[config.mk]
export PLATFORM = sky130hd
export DESIGN_NAME = pio_dev_ctrl
export DESIGN_NICKNAME = d
export VERILOG_FILES = /design/src/rtl/pio_pkg.sv /design/src/rtl/pio_sel_decode.sv /design/src/rtl/pio_flag_ctrl.sv /design/src/rtl/pio_data_buf.sv /design/src/rtl/pio_dev_ctrl.sv
export SDC_FILE = /design/constraint.sdc
export NUM_CORES = 1
export LEC_CHECK = 0
export ABC_AREA = 1
export ABC_CLOCK_PERIOD_IN_PS = 1050
export BUFFER_PORTS_ARGS = -buffer_cell sky130_fd_sc_hd__buf_2
export CAP_MARGIN = 20
export CORE_MARGIN = 2
export CORE_UTILIZATION = 38
export DETAILED_ROUTE_END_ITERATION = 8
export PLACE_DENSITY = 0.79
export SYNTH_ARGS = -nofsm -noshare
export SYNTH_HDL_FRONTEND = slang
export SYNTH_SLANG_ARGS = --single-unit
[constraint.sdc]
create_clock -name clk -period 1.05 [get_ports clk]
set_input_delay 0.21 -clock clk [delete_from_list [all_inputs] [get_ports clk]]
set_output_delay 0.21 -clock clk [all_outputs]
set_load 0.02 [all_outputs]
[src/rtl/pio_pkg.sv]
package pio_pkg;
  localparam int DEF_SEL_W  = 6;
  localparam int DEF_DATA_W = 12;

  // Local command = select match AND timing pulse.
  function automatic logic cmd_gate(input logic hit, input logic pulse);
    return hit & pulse;
  endfunction

  // Next flag value: clear has priority over the done event.
  function automatic logic flag_next(input logic cur, input logic clr, input logic done);
    if (clr)       return 1'b0;
    else if (done) return 1'b1;
    else           return cur;
  endfunction
endpackage

[src/rtl/pio_sel_decode.sv]
module pio_sel_decode #(
  parameter int SEL_W = 6,
  parameter logic [SEL_W-1:0] DEV_ADDR = '0
) (
  input  logic [SEL_W-1:0] sel_code,
  input  logic             pulse1,
  input  logic             pulse2,
  input  logic             pulse4,
  output logic             hit,
  output logic             cmd_test,
  output logic             cmd_clear,
  output logic             cmd_xfer
);
  import pio_pkg::*;
  assign hit       = (sel_code == DEV_ADDR);
  assign cmd_test  = cmd_gate(hit, pulse1);
  assign cmd_clear = cmd_gate(hit, pulse2);
  assign cmd_xfer  = cmd_gate(hit, pulse4);
endmodule

[src/rtl/pio_flag_ctrl.sv]
module pio_flag_ctrl #(
  parameter bit IS_INPUT = 1'b1
) (
  input  logic clk,
  input  logic rst,
  input  logic cmd_clear,
  input  logic cmd_xfer,
  input  logic dev_done,
  output logic flag_q,
  output logic req_q
);
  import pio_pkg::*;
  logic req_set;
  // Input devices ask for a word on clear; output devices after a load.
  assign req_set = IS_INPUT ? cmd_clear : cmd_xfer;

  always_ff @(posedge clk) begin
    if (rst) begin
      flag_q <= 1'b0;
      req_q  <= 1'b0;
    end else begin
      flag_q <= flag_next(flag_q, cmd_clear, dev_done);
      if (req_set)       req_q <= 1'b1;
      else if (dev_done) req_q <= 1'b0;
    end
  end
endmodule

[src/rtl/pio_data_buf.sv]
module pio_data_buf #(
  parameter int DATA_W   = 12,
  parameter bit IS_INPUT = 1'b1
) (
  input  logic              clk,
  input  logic              rst,
  input  logic              cmd_clear,
  input  logic              cmd_xfer,
  input  logic              dev_done,
  input  logic [DATA_W-1:0] dev_data_in,
  input  logic [DATA_W-1:0] bus_dout,
  output logic [DATA_W-1:0] buf_q
);
  logic              load_en;
  logic              clr_en;
  logic [DATA_W-1:0] load_word;

  // Direction picks the source of the word and the event that loads it.
  assign load_word = IS_INPUT ? dev_data_in : bus_dout;
  assign load_en   = IS_INPUT ? (dev_done & ~cmd_clear) : cmd_xfer;
  assign clr_en    = IS_INPUT ? cmd_clear : (cmd_clear & ~cmd_xfer);

  always_ff @(posedge clk) begin
    if (rst)          buf_q <= '0;
    else if (clr_en)  buf_q <= '0;
    else if (load_en) buf_q <= load_word;
  end
endmodule

[src/rtl/pio_dev_ctrl.sv]
module pio_dev_ctrl #(
  parameter int SEL_W    = pio_pkg::DEF_SEL_W,
  parameter int DATA_W   = pio_pkg::DEF_DATA_W,
  parameter logic [SEL_W-1:0] DEV_ADDR = 3,
  parameter bit IS_INPUT = 1'b1
) (
  input  logic              clk,
  input  logic              rst,
  input  logic [SEL_W-1:0]  sel_code,
  input  logic              pulse1,
  input  logic              pulse2,
  input  logic              pulse4,
  input  logic [DATA_W-1:0] bus_dout,
  output logic [DATA_W-1:0] bus_din,
  output logic              skip_o,
  output logic              irq_o,
  input  logic              dev_done,
  input  logic [DATA_W-1:0] dev_data_in,
  output logic [DATA_W-1:0] dev_data_out,
  output logic              dev_req
);
  logic              hit, cmd_test, cmd_clear, cmd_xfer;
  logic              flag_q, req_q;
  logic [DATA_W-1:0] buf_q;

  pio_sel_decode #(.SEL_W(SEL_W), .DEV_ADDR(DEV_ADDR)) u_dec (
    .sel_code(sel_code), .pulse1(pulse1), .pulse2(pulse2), .pulse4(pulse4),
    .hit(hit), .cmd_test(cmd_test), .cmd_clear(cmd_clear), .cmd_xfer(cmd_xfer)
  );

  pio_flag_ctrl #(.IS_INPUT(IS_INPUT)) u_flag (
    .clk(clk), .rst(rst), .cmd_clear(cmd_clear), .cmd_xfer(cmd_xfer),
    .dev_done(dev_done), .flag_q(flag_q), .req_q(req_q)
  );

  pio_data_buf #(.DATA_W(DATA_W), .IS_INPUT(IS_INPUT)) u_buf (
    .clk(clk), .rst(rst), .cmd_clear(cmd_clear), .cmd_xfer(cmd_xfer),
    .dev_done(dev_done), .dev_data_in(dev_data_in), .bus_dout(bus_dout),
    .buf_q(buf_q)
  );

  // Open-collector style outputs: zero unless this device drives them.
  assign skip_o       = cmd_test & flag_q;
  assign irq_o        = flag_q;
  assign bus_din      = IS_INPUT ? ({DATA_W{cmd_xfer}} & buf_q) : '0;
  assign dev_data_out = IS_INPUT ? '0 : buf_q;
  assign dev_req      = req_q;
endmodule

# Word level (Yosys, flattened, before mapping)
# Cells that the tools add are included.
# word_totals
input_bits	36
register_bits	14
# op_classes
n_bitwise	7
eq_ne	1
n_reduce_logical	2
mux	2
# ops
cell	count
12-bit bitwise AND	1
6-bit by 2-bit == test with 1-bit output, second input constant	1
1-bit bitwise AND	5
1-bit two-way mux	2
2-bit nonzero test	1
2-bit OR reduction	1
1-bit NOT	1

# Logic depth before layout (Yosys ltp)
# Gate-level depths: netlist of run 1.
# logic_depth
word_depth	4
mapped_depth	7

# Hierarchy
# Synthesis of run 1 repeated with hierarchy kept, for this count alone.
# unflattened
cells_unflattened	139
hier_area_um2	854.6
# modules_own_cells
module	area_each_um2	n_inst	cells_per_inst
pio_data_buf	530.5	1	79
pio_dev_ctrl	202.7	1	40
pio_flag_ctrl	65.1	1	8
pio_sel_decode	56.3	1	12

# Worst setup path before layout of run 1
# No wires, ideal clock.
# synth_path
path_kind	input-to-output
start	input port sel_code[5]
end	output port bus_din[10]
setup_slack_ps	-156
arrival_ps	996
stages	4
required_ps	840
path_cell_list	nor2_2 nand4_1 buf_2 nor2_1
# synth_via
elab_chain_len	3
# synth_rtl
item	line_no	text
start: declaration	pio_dev_ctrl.sv:9	input logic [SEL_W-1:0] sel_code,
6-bit by 2-bit == test with 1-bit output	pio_sel_decode.sv:15	assign hit = (sel_code == DEV_ADDR);
1-bit bitwise AND	pio_pkg.sv:7	return hit & pulse;
12-bit bitwise AND	pio_dev_ctrl.sv:45	assign bus_din = IS_INPUT ? ({DATA_W{cmd_xfer}} & buf_q) : '0;
end: declaration	pio_dev_ctrl.sv:14	output logic [DATA_W-1:0] bus_din,
# No other way between the ends.

# Worst setup path in the final report of run 1
# layout_path
start	input port sel_code[3]
end	output port bus_din[11]
# Same word-level chain as after synthesis.

==> results of run 1 <==
[per-layer routing]
metal	global-route usage (%)	up-vias
met3	1.82	4
li1	-	423
met4	11.1	0
met5	0	-
met1	20.2	365
met2	30.7	44
[worst min path at each step]
stage,start,endpoint,slack [ns],depth (start not counted)
6_report,rst,u_flag.req_q,0.08,2
5_1_grt,rst,u_flag.req_q,0.09,2
4_1_cts,rst,u_flag.req_q,0.08,2
3_5_place_dp,rst,u_flag.req_q,0.39,2
3_3_place_gp,rst,u_flag.req_q,0.38,2
2_1_floorplan,rst,u_flag.req_q,0.28,1
[placed cells by master, fill, tap and decap left out, types with 5 or more instances in the layout]
cell	count
nor2_4	14
nor2_2	10
nor2_1	15
buf_6	17
conb_1	12
buf_4	5
dfxtp_1	13
buf_2	21
inv_1	14
nand3_1	13
nand2_1	15
[sequential cells by signal, summed over array words and instances (netlist names)]
name / cells
u_buf.buf_q: 12
u_flag.flag_q: 1
u_flag.req_q: 1
[worst max-delay path, delay by kind of cell]
family                 cells  cell delay, ns
buffers and inverters      4            0.51
and+or+nand+nor            3            0.33
[metrics by stage]
step	worst slack (ns)	TNS [ns]	hold WS [ns]
global route	-0.270	-3.15	0.0917
CTS	-0.176	-1.94	0.0777
finish	-0.220	-2.48	0.0786
global placement	-0.219	-2.42	0.384
detailed placement	-0.232	-2.99	0.386
floorplan	-0.0280	-0.0722	0.279
[logic make-up (layout without fill, tap and decap cells)]
| kind of cell | Yosys count | in the layout | share of synthesized area, % |
|---|---|---|---|
| other | 1 | 12 | 0.465 |
| AOI/OAI and AO/OA | 2 | 2 | 1.86 |
| DFF | 14 | 14 | 34.7 |
| and+or+nand+nor | 70 | 70 | 41.1 |
| buffers and inverters | 32 | 64 | 21.9 |
[power by group through the flow]
| stage | Sequential, mW | Combinational, mW | Clock (mW) |
|---|---|---|---|
| floorplan | 0.590 | 0.212 | 0 |
| global placement | 0.588 | 0.247 | 0 |
| detailed placement | 0.589 | 0.257 | 0 |
| CTS | 0.577 | 0.271 | 0.404 |
| global route | 0.581 | 0.304 | 0.434 |
| finish | 0.578 | 0.275 | 0.403 |
[timing repair]
action | in CTS | in global routing
hold endpoints to repair | 0 | 0
pin swaps | 4 | 1
gates cloned | 1 | 0
setup buffers | 2 | 0
gates resized for setup | 35 | 2
setup endpoints to repair | 13 | 13
[layout make-up]
type / instances / area (um2) / share of cell area [%]
multi-input combinational: 84 / 492 / 38.4
timing repair buffer: 45 / 382 / 29.8
sequential: 14 / 282 / 22.0
inverter: 15 / 56.3 / 4.39
clock buffer: 4 / 36.3 / 2.83
tap: 27 / 33.8 / 2.64
==> impl_results.md, run 1 <==
* Outcome: finished with violations
* Failing checks: negative setup slack
* DRT Wirelength at 2070 um
* Vias per inst at 4.42
* Power Total at ~1.3 mW
* Logic pwr share at approximately 22%
* Area post-placement at 0.00109 mm2
* YS warnings at 0
* Ratio of cells with drive above 1 in the final layout at around 48%
* Metal2 WL at between 1000 and 1500 um
* Critical path's slowest cell: buf_6
* Gpl congestion at approximately 0.7
* Final instance area at between 0.001 and 0.0015 mm2
* DRC violations left at 0
* CP endpoint: bus_din[11]
* # port buffers at 38
* CP endpoint kind: output port
* Global-route wire length before repair at 3290 um
* Largest net degree at the start of global routing at 15
* Total of max-cap violations at 0
* Syn_area_per_cell at 6.78 um2
* EDFF count, synth at 0
* Clock sinks at 14
* Clock Path Buffers at 2
* CTS tree: built
* CTS root buffer: clkbuf_4
* Synth Cell Area at between 800 and 900 um2
* Post-synthesis cell type count at 16
* Cells after Synth at 119
* Uppermost layer routed: met4
* Setup ws final at -0.220 ns
* Clock share of power at 32.1%
* Cells on worst reg2reg path at 4
* Initial DRT Pass Iterations at 4
* Util after Layout at 64.6%
* CP Data Required Time at about 0.84 ns
* M1 WL at 831 um
* Setup slack, reg-to-reg at approximately 0.29 ns
* Setup violators final at 13
* FMAX at approximately 0.8 GHz
* I/O pins at 63
* R2R Path End: u_buf.buf_q[8]
* Worst Setup SP: sel_code[3]
* Worst-path maximum fanout at 6
* Detailed-route via count at around 840
* Dpl cells at 183
* Vias in the first global route at around 760
* Register area share after synthesis at between 30% and 40%
* FFs w/ async S/R, synth at 0%
* Final ANT Viol Nets at 0
* Min Clock Period, post-route at between 1 and 1.5 ns
* Clk slew on worst S/H paths at approximately 0.080 ns
* Cell taking the most area after synthesis: dfxtp_1
* Post-synth top area share at 34.7%
* WL/cell at around 11 um
* Rows at 16
* Max Slew Vio Count at 0
* Met3 WL at 112 um
* Num CTS Buffers at 3
* Flop pwr share at about 46%
* Most used cell, CP: buf_6
* Final Hold Fails at 0
* GRT overflow at 0
* RSZ-0062 raised after global routing: yes
* Ranking of synthesized cells by area: dfxtp_1 (35%), nor2_1 (13%), buf_4 (11%)
* Synth cell count leaders: nor2_1 (27), inv_1 (15), nand2_1 (15)
* Register bit total from synthesis at 14
* HP Class: in2reg
* Core Box Area at just under 0.002 mm2
* Worst vdd ir at between 0.6 and 0.7 mV
* Syn-to-layout area delta at 58.8%
* P_int at 0.882 mW
* CTS Hold Bufs at 0
* Fillers at 161
* Final cell count without fillers at about 190
* DIE WIDTH at approximately 50 um
* Initial Utilization at a little over 40%
* CP peak stage delay at around 0.16 ns
* Worst-path cell chain: buf_6, nor2_4, nand4_1, buf_6, buf_12, nor2_4, buf_6
* Die H at roughly 50 um
* Initial detailed-routing violation count at 6
* Most frequent cell after synthesis: nor2_1
* Gr usage total at around 18%
* Diode count at 0
* Detailed placement HPWL at 1410 um
* Initial antenna violation count at 0
* Worst skew pair latency at between 0.2 and 0.3 ns
* Leakage at slightly above 0.6 nW
* Reg-to-Reg Start: u_buf.buf_q[8]
* CP startpoint kind: input port
* H-Tree Depth at 1
* Sw Share at a little under 30%
* Synth Flop Type: dfxtp_1
* Final net count at 199
* Clock Skews at 0 ns
* Switch Pwr at around 0.37 mW
* CP arrival at 1.06 ns
* Total Die Area at approximately 0.0025 mm2
* Critical path class: in2out
* Tcrit/Tclk final at 121%
* Pwr Density at between 900 and 1000 mW/mm2
(Power assumes the default switching activity.)
==> run 2: changes to the inputs <==
==> constraint.sdc (replaced) <==
create_clock -name clk -period 1.05 [get_ports clk]
set_input_delay 0 -clock clk [delete_from_list [all_inputs] [get_ports clk]]
set_output_delay 0 -clock clk [all_outputs]
set_load 0.02 [all_outputs]
==> impl_results.md, run 2 (synthesized netlist as in run 1, its figures left out) <==
* Gpl congestion at 0.679 (was 0.698)
* # port buffers at 38 (unchanged)
* Worst Hold Endpoint: u_buf.buf_q[2] (was u_flag.req_q)
* WHS Path Cells at 4 (was 2)
* CTS root buffer: clkbuf_4 (unchanged)
* CP Data Required Time at 1.22 ns (was 0.84 ns)
* Setup slack, reg-to-reg at 0.37 ns (was 0.29 ns)
* Min Clock Period, post-route at 0.943 ns (was 1.27 ns)
* I/O pins at 63 (unchanged)
* Switch Pwr at 0.317 mW (was 0.375 mW)
* Top flop regs: u_buf.buf_q: 12 flops, u_flag.flag_q: 1 flops, u_flag.req_q: 1 flops (unchanged)
* Initial antenna violation count at 0 (unchanged)
* Worst vdd ir at 0.587 mV (was 0.642 mV)
* M1 WL at 744 um (was 831 um)
* DIE WIDTH at 50.1 um (unchanged)
* Gr usage total at 15.8% (was 17.6%)
* CTS tree: built (unchanged)
* Vias in the first global route at 755 (was 764)
* Rows at 16 (unchanged)
* Max reg flops at 12 (unchanged)
* WL/cell at 9.14 um (was 10.9 um)
* Clock Path Buffers at 2 (unchanged)
* Buf/Inv on CP at 3 (was 4)
* Diode count at 0 (unchanged)
* DRT Wirelength at 1800 um (was 2070 um)
* CP endpoint kind: register (was output port)
* Most frequent cells in the layout: buf_2 (38), nor2_1 (27), nand2_1 (15) (was buf_2 (21), buf_6 (17), nand2_1 (15), nor2_1 (15))
* P_int at 0.814 mW (was 0.882 mW)
* Clk slew on worst S/H paths at 0.08 ns (about the same)
* Worst-path cell chain: dlygate4sd3_1, buf_2, clkinvlp_4, nand3_1, nor2_2 (was buf_6, nor2_4, nand4_1, buf_6, buf_12, nor2_4, buf_6)
* Clock Skews at 0 ns (unchanged)
* WHS at 0.194 ns (was 0.0786 ns)
* Tcrit/Tclk final at 89.8% (was 121%)
* Final ANT Viol Nets at 0 (unchanged)
* Outcome: finished clean (was finished with violations)
* Worst skew pair latency at 0.27 ns (was 0.29 ns)
* Dpl cells at 180 (was 183)
* Critical path class: in2reg (was in2out)
* CP peak stage delay at 0.53 ns (was 0.16 ns)
* Initial DRT Pass Iterations at 4 (unchanged)
* Detailed placement HPWL at 1260 um (was 1410 um)
* Die H at 50.1 um (unchanged)
* Most common cell after layout, fill and taps aside: buf_2 (unchanged)
* Clock sinks at 14 (unchanged)
* Hold wc startpoint: dev_done (was rst)
* Metal2 WL at 880 um (was 1070 um)
* WP depth at 5 (was 7)
* GRT overflow at 0 (unchanged)
* FMAX at 1.06 GHz (was 0.787 GHz)
* Cells on worst reg2reg path at 4 (unchanged)
* Worst-path maximum fanout at 13 (was 6)
* Final net count at 208 (was 199)
* DRC violations left at 0 (unchanged)
* Biggest register: u_buf.buf_q (unchanged)
* Uppermost layer routed: met4 (unchanged)
* Total of max-cap violations at 0 (unchanged)
* Crit path max-delay family: buffers and inverters (unchanged)
* Ratio of cells with drive above 1 in the final layout at 34.1% (was 47.5%)
* Flop pwr share at 50.9% (was 46.0%)
* Clock share of power at 25.5% (was 32.1%)
* R2R Path End: u_buf.buf_q[11] (was u_buf.buf_q[8])
* Setup violators final at 0 (was 13)
* H-Tree Depth at 1 (unchanged)
* Reg-to-Reg Start: u_buf.buf_q[11] (was u_buf.buf_q[8])
* RSZ-0062 raised after global routing: no (was yes)
* Num CTS Buffers at 3 (unchanged)
* Initial Utilization at 40.7% (unchanged)
* Critical path's slowest cell: dlygate4sd3_1 (was buf_6)
* HP Class: in2reg (unchanged)
* Met3 WL at 158 um (was 112 um)
* Total Die Area at 0.00251 mm2 (unchanged)
* Fin Setup TNS at 0 ns (was -2.48 ns)
* Max Slew Vio Count at 0 (unchanged)
* Syn-to-layout area delta at 40.5% (was 58.8%)
* Logic pwr share at 23.6% (was 21.9%)
* Final cell count without fillers at 197 (was 189)
* Detailed-route via count at 836 (unchanged)
* Leakage at 0.611 nW (was 0.622 nW)
* Sw Share at 28.1% (was 29.8%)
* Global-route wire length before repair at 3030 um (was 3290 um)
* Initial detailed-routing violation count at 16 (was 6)
* Vias per inst at 4.24 (was 4.42)
* Setup bufs post-CTS at 0 (was 2)
* Core Box Area at 0.00198 mm2 (unchanged)
* CP arrival at 1.11 ns (was 1.06 ns)
* Final Hold Fails at 0 (unchanged)
* Largest net degree at the start of global routing at 15 (unchanged)
* Fillers at 180 (was 161)
* Pwr Density at 998 mW/mm2 (was 981 mW/mm2)
* CP startpoint kind: input port (unchanged)
## run 2: changes by cell type in the layout (fill, tap and decap cells not counted), moves of 2 or more
cell	change
buf_2	+17
nor2_4	-14
nor2_2	+2
nor2_1	+12
buf_4	-3
buf_6	-17
dlygate4sd3_1	+14
## run 2: what timing repair did
action                                 4_1_cts  5_1_grt
gates resized for setup                      0        1
endpoints found under the hold margin       14        0
setup endpoints to repair                    0       12
hold buffers                                14        0
## run 2: worst max-delay path by stage
stage | from | end | slack, ns
after floorplan | u_flag.flag_q | skip_o | 0.24
after global placement | sel_code[3] | bus_din[6] | 0.19
after detailed placement | sel_code[5] | bus_din[6] | 0.17
after CTS | rst | u_buf.buf_q[0] | 0.03
after global routing | u_flag.flag_q | skip_o | 0.01
final | rst | u_buf.buf_q[8] | 0.11
## run 2: layer usage
layer	vias up	global-route usage, %
met2	35	28.7
met5	-	0
met1	362	16.8
met4	0	6.94
met3	4	4.24
li1	435	-
## run 2: stage by stage
step / cell area [um2] / setup slack (ns) / power (mW) / utilization, %
after detailed placement: 967 / 0.168 / 0.813 / 48.8
final: 1130 / 0.107 / 1.13 / 57.2
after global routing: 1130 / 0.0107 / 1.20 / 57.2
after global placement: 967 / 0.186 / 0.806 / 48.8
after CTS: 1130 / 0.0306 / 1.14 / 57.0
after floorplan: 848 / 0.236 / 0.784 / -
## run 2: power by group through the flow
stage	clock (mW)	sequential [mW]	combinational, mW
5_1_grt	0.322	0.579	0.298
2_1_floorplan	0	0.590	0.194
3_5_place_dp	0	0.589	0.225
4_1_cts	0.298	0.576	0.266
3_3_place_gp	0	0.588	0.218
6_report	0.289	0.576	0.267
## run 2: final cells by class
| type | instances | area [um2] | area share [%] |
|---|---|---|---|
| inverters | 15 | 60.1 | 5.30 |
| well taps | 27 | 33.8 | 2.98 |
| multi-input cells | 84 | 392 | 34.5 |
| clock buffers | 3 | 22.5 | 1.99 |
| repair buffers | 54 | 345 | 30.5 |
| flip-flops and latches | 14 | 280 | 24.7 |
## run 2: worst min-delay path, stage by stage
cell	delay, ns
buf_2	0.10
nand2_2	0.16
nor2_1	0.13
nor2_1	0.04
==> run 3: changes to the inputs <==
--- a/config.mk
+++ b/config.mk
@@ -12,6 +12,7 @@
 export CORE_MARGIN = 2
 export CORE_UTILIZATION = 38
 export DETAILED_ROUTE_END_ITERATION = 8
+export MAX_ROUTING_LAYER = met4
 export PLACE_DENSITY = 0.79
 export SYNTH_ARGS = -nofsm -noshare
 export SYNTH_HDL_FRONTEND = slang
==> impl_results.md, run 3 (synthesized netlist as in run 1, its figures left out) <==
* Outcome: finished clean (unchanged)
* Detailed-route via count at 836 (unchanged)
* Power Total at 1.13 mW (about the same)
* Initial DRT Pass Iterations at 4 (unchanged)
* Pwr Density at 998 mW/mm2 (about the same)
* Critical path class: in2reg (unchanged)
* Min Clock Period, post-route at 0.943 ns (about the same)
* Setup violators final at 0 (unchanged)
* Gpl congestion at 0.686 (was 0.679)
* Worst vdd ir at 0.587 mV (about the same)
* Gr usage total at 16.3% (was 15.8%)
* Area post-placement at 967 um2 (unchanged)
* Worst-path maximum fanout at 13 (unchanged)
* Detailed placement HPWL at 1260 um (unchanged)
* Clk slew on worst S/H paths at 0.08 ns (about the same)
* GRT overflow at 0 (unchanged)
* CP endpoint kind: register (unchanged)
* Syn-to-layout area delta at 40.5% (unchanged)
* Most frequent cells in the layout: buf_2 (38), nor2_1 (27), nand2_1 (15) (unchanged)
* H-Tree Depth at 1 (unchanged)
* Largest net degree at the start of global routing at 15 (unchanged)
* Most common cell after layout, fill and taps aside: buf_2 (unchanged)
* CP Data Required Time at 1.22 ns (about the same)
* Total of max-cap violations at 0 (unchanged)
* Die H at 50.1 um (unchanged)
* Clock Path Buffers at 2 (unchanged)
* Ratio of cells with drive above 1 in the final layout at 34.1% (unchanged)
* Biggest register: u_buf.buf_q (unchanged)
* FMAX at 1.06 GHz (about the same)
* Tcrit/Tclk final at 89.8% (about the same)
* CTS root buffer: clkbuf_4 (unchanged)
* R2R Path End: u_buf.buf_q[11] (unchanged)
* HP Class: in2reg (unchanged)
* Core Box Area at 0.00198 mm2 (unchanged)
* Diode count at 0 (unchanged)
* # port buffers at 38 (unchanged)
* Max reg flops at 12 (unchanged)
* Cells on worst reg2reg path at 4 (unchanged)
* CP arrival at 1.11 ns (about the same)
* WHS at 0.194 ns (about the same)
* Final instance area at 0.00113 mm2 (unchanged)
* Global-route wire length before repair at 3020 um (was 3030 um)
* Setup slack, reg-to-reg at 0.37 ns (about the same)
* Initial detailed-routing violation count at 15 (was 16)
* Max Slew Vio Count at 0 (unchanged)
* WL/cell at 9.15 um (was 9.14 um)
* Sequential cell area at 280 um2 (unchanged)
* Total Die Area at 0.00251 mm2 (unchanged)
* Initial antenna violation count at 0 (unchanged)
* DRC violations left at 0 (unchanged)
* Leakage at 0.611 nW (unchanged)
* CTS tree: built (unchanged)
* Vias in the first global route at 756 (was 755)
* RSZ-0062 raised after global routing: no (unchanged)
* Worst Setup SP: rst (unchanged)
* Initial Utilization at 40.7% (unchanged)
* Reg-to-Reg Start: u_buf.buf_q[11] (unchanged)
* Top flop regs: u_buf.buf_q: 12 flops, u_flag.flag_q: 1 flops, u_flag.req_q: 1 flops (unchanged)
* Final Hold Fails at 0 (unchanged)
* DIE WIDTH at 50.1 um (unchanged)
* CP startpoint kind: input port (unchanged)
* Num CTS Buffers at 3 (unchanged)
* Final cell count without fillers at 197 (unchanged)
* Rows at 16 (unchanged)
* Fillers at 180 (unchanged)
* I/O pins at 63 (unchanged)
* Dpl cells at 180 (unchanged)
* Worst skew pair latency at 0.27 ns (about the same)
* Fin Setup TNS at 0 ns (unchanged)
* Clock sinks at 14 (unchanged)
* Clock Skews at 0 ns (unchanged)
* Final ANT Viol Nets at 0 (unchanged)
* DRT Wirelength at 1800 um (about the same)
* CP endpoint: u_buf.buf_q[8] (unchanged)
* Combined area of the multi-input logic cells at 392 um2 (unchanged)
* Final net count at 208 (unchanged)
* Vias per inst at 4.24 (unchanged)
* Setup bufs post-CTS at 0 (unchanged)
==> run 3: cell counts in the layout (fill, tap and decap cells not counted) <==
No cell type changed its count.
==> run 3: repair_timing <==
item | 4_1_cts | 5_1_grt
resized for setup | 0 | 1
hold buffers | 14 | 0
endpoints found under the hold margin | 14 | 0
setup endpoints to repair | 0 | 12
==> run 3: power breakdown <==
part	leakage, nW	internal, mW	switching, mW
sequential	0.116	0.566	0.00942
clock	0.0138	0.133	0.156
combinational	0.481	0.115	0.152
total	0.611	0.814	0.317
==> run 3: worst max-delay path, stage by stage <==
cell and delay, ns:
dlygate4sd3_1 0.53, buf_2 0.13, clkinvlp_4 0.22, nand3_1 0.18, nor2_2 0.05
==> run 3: worst min-delay path by stage <==
stage,start,end,cells past startpoint
after floorplan,rst,u_flag.req_q,1
after global placement,rst,u_flag.req_q,2
after detailed placement,rst,u_flag.req_q,2
after CTS,dev_done,u_buf.buf_q[2],4
after global routing,dev_done,u_buf.buf_q[2],4
final,dev_done,u_buf.buf_q[2],4
==> run 3: stage by stage <==
step | worst slack [ns] | util [%]
2_1_floorplan | 0.236 | -
3_3_place_gp | 0.186 | 48.8
3_5_place_dp | 0.168 | 48.8
4_1_cts | 0.0306 | 57.0
5_1_grt | 0.0107 | 57.2
6_report | 0.107 | 57.2
==> run 3: cell type report <==
type | instances | share of cell area, %
repair buffers | 54 | 30.5
multi-input cells | 84 | 34.5
clock buffers | 3 | 1.99
well taps | 27 | 2.98
inverters | 15 | 5.30
flip-flops and latches | 14 | 24.7
==> run 3: layer usage <==
layer,vias to the layer above,wire length [um],track usage (%)
met5,-,0,-
met2,35,881,28.7
met1,362,753,17.2
met4,0,19,6.94
met3,4,148,3.64
li1,435,-,-
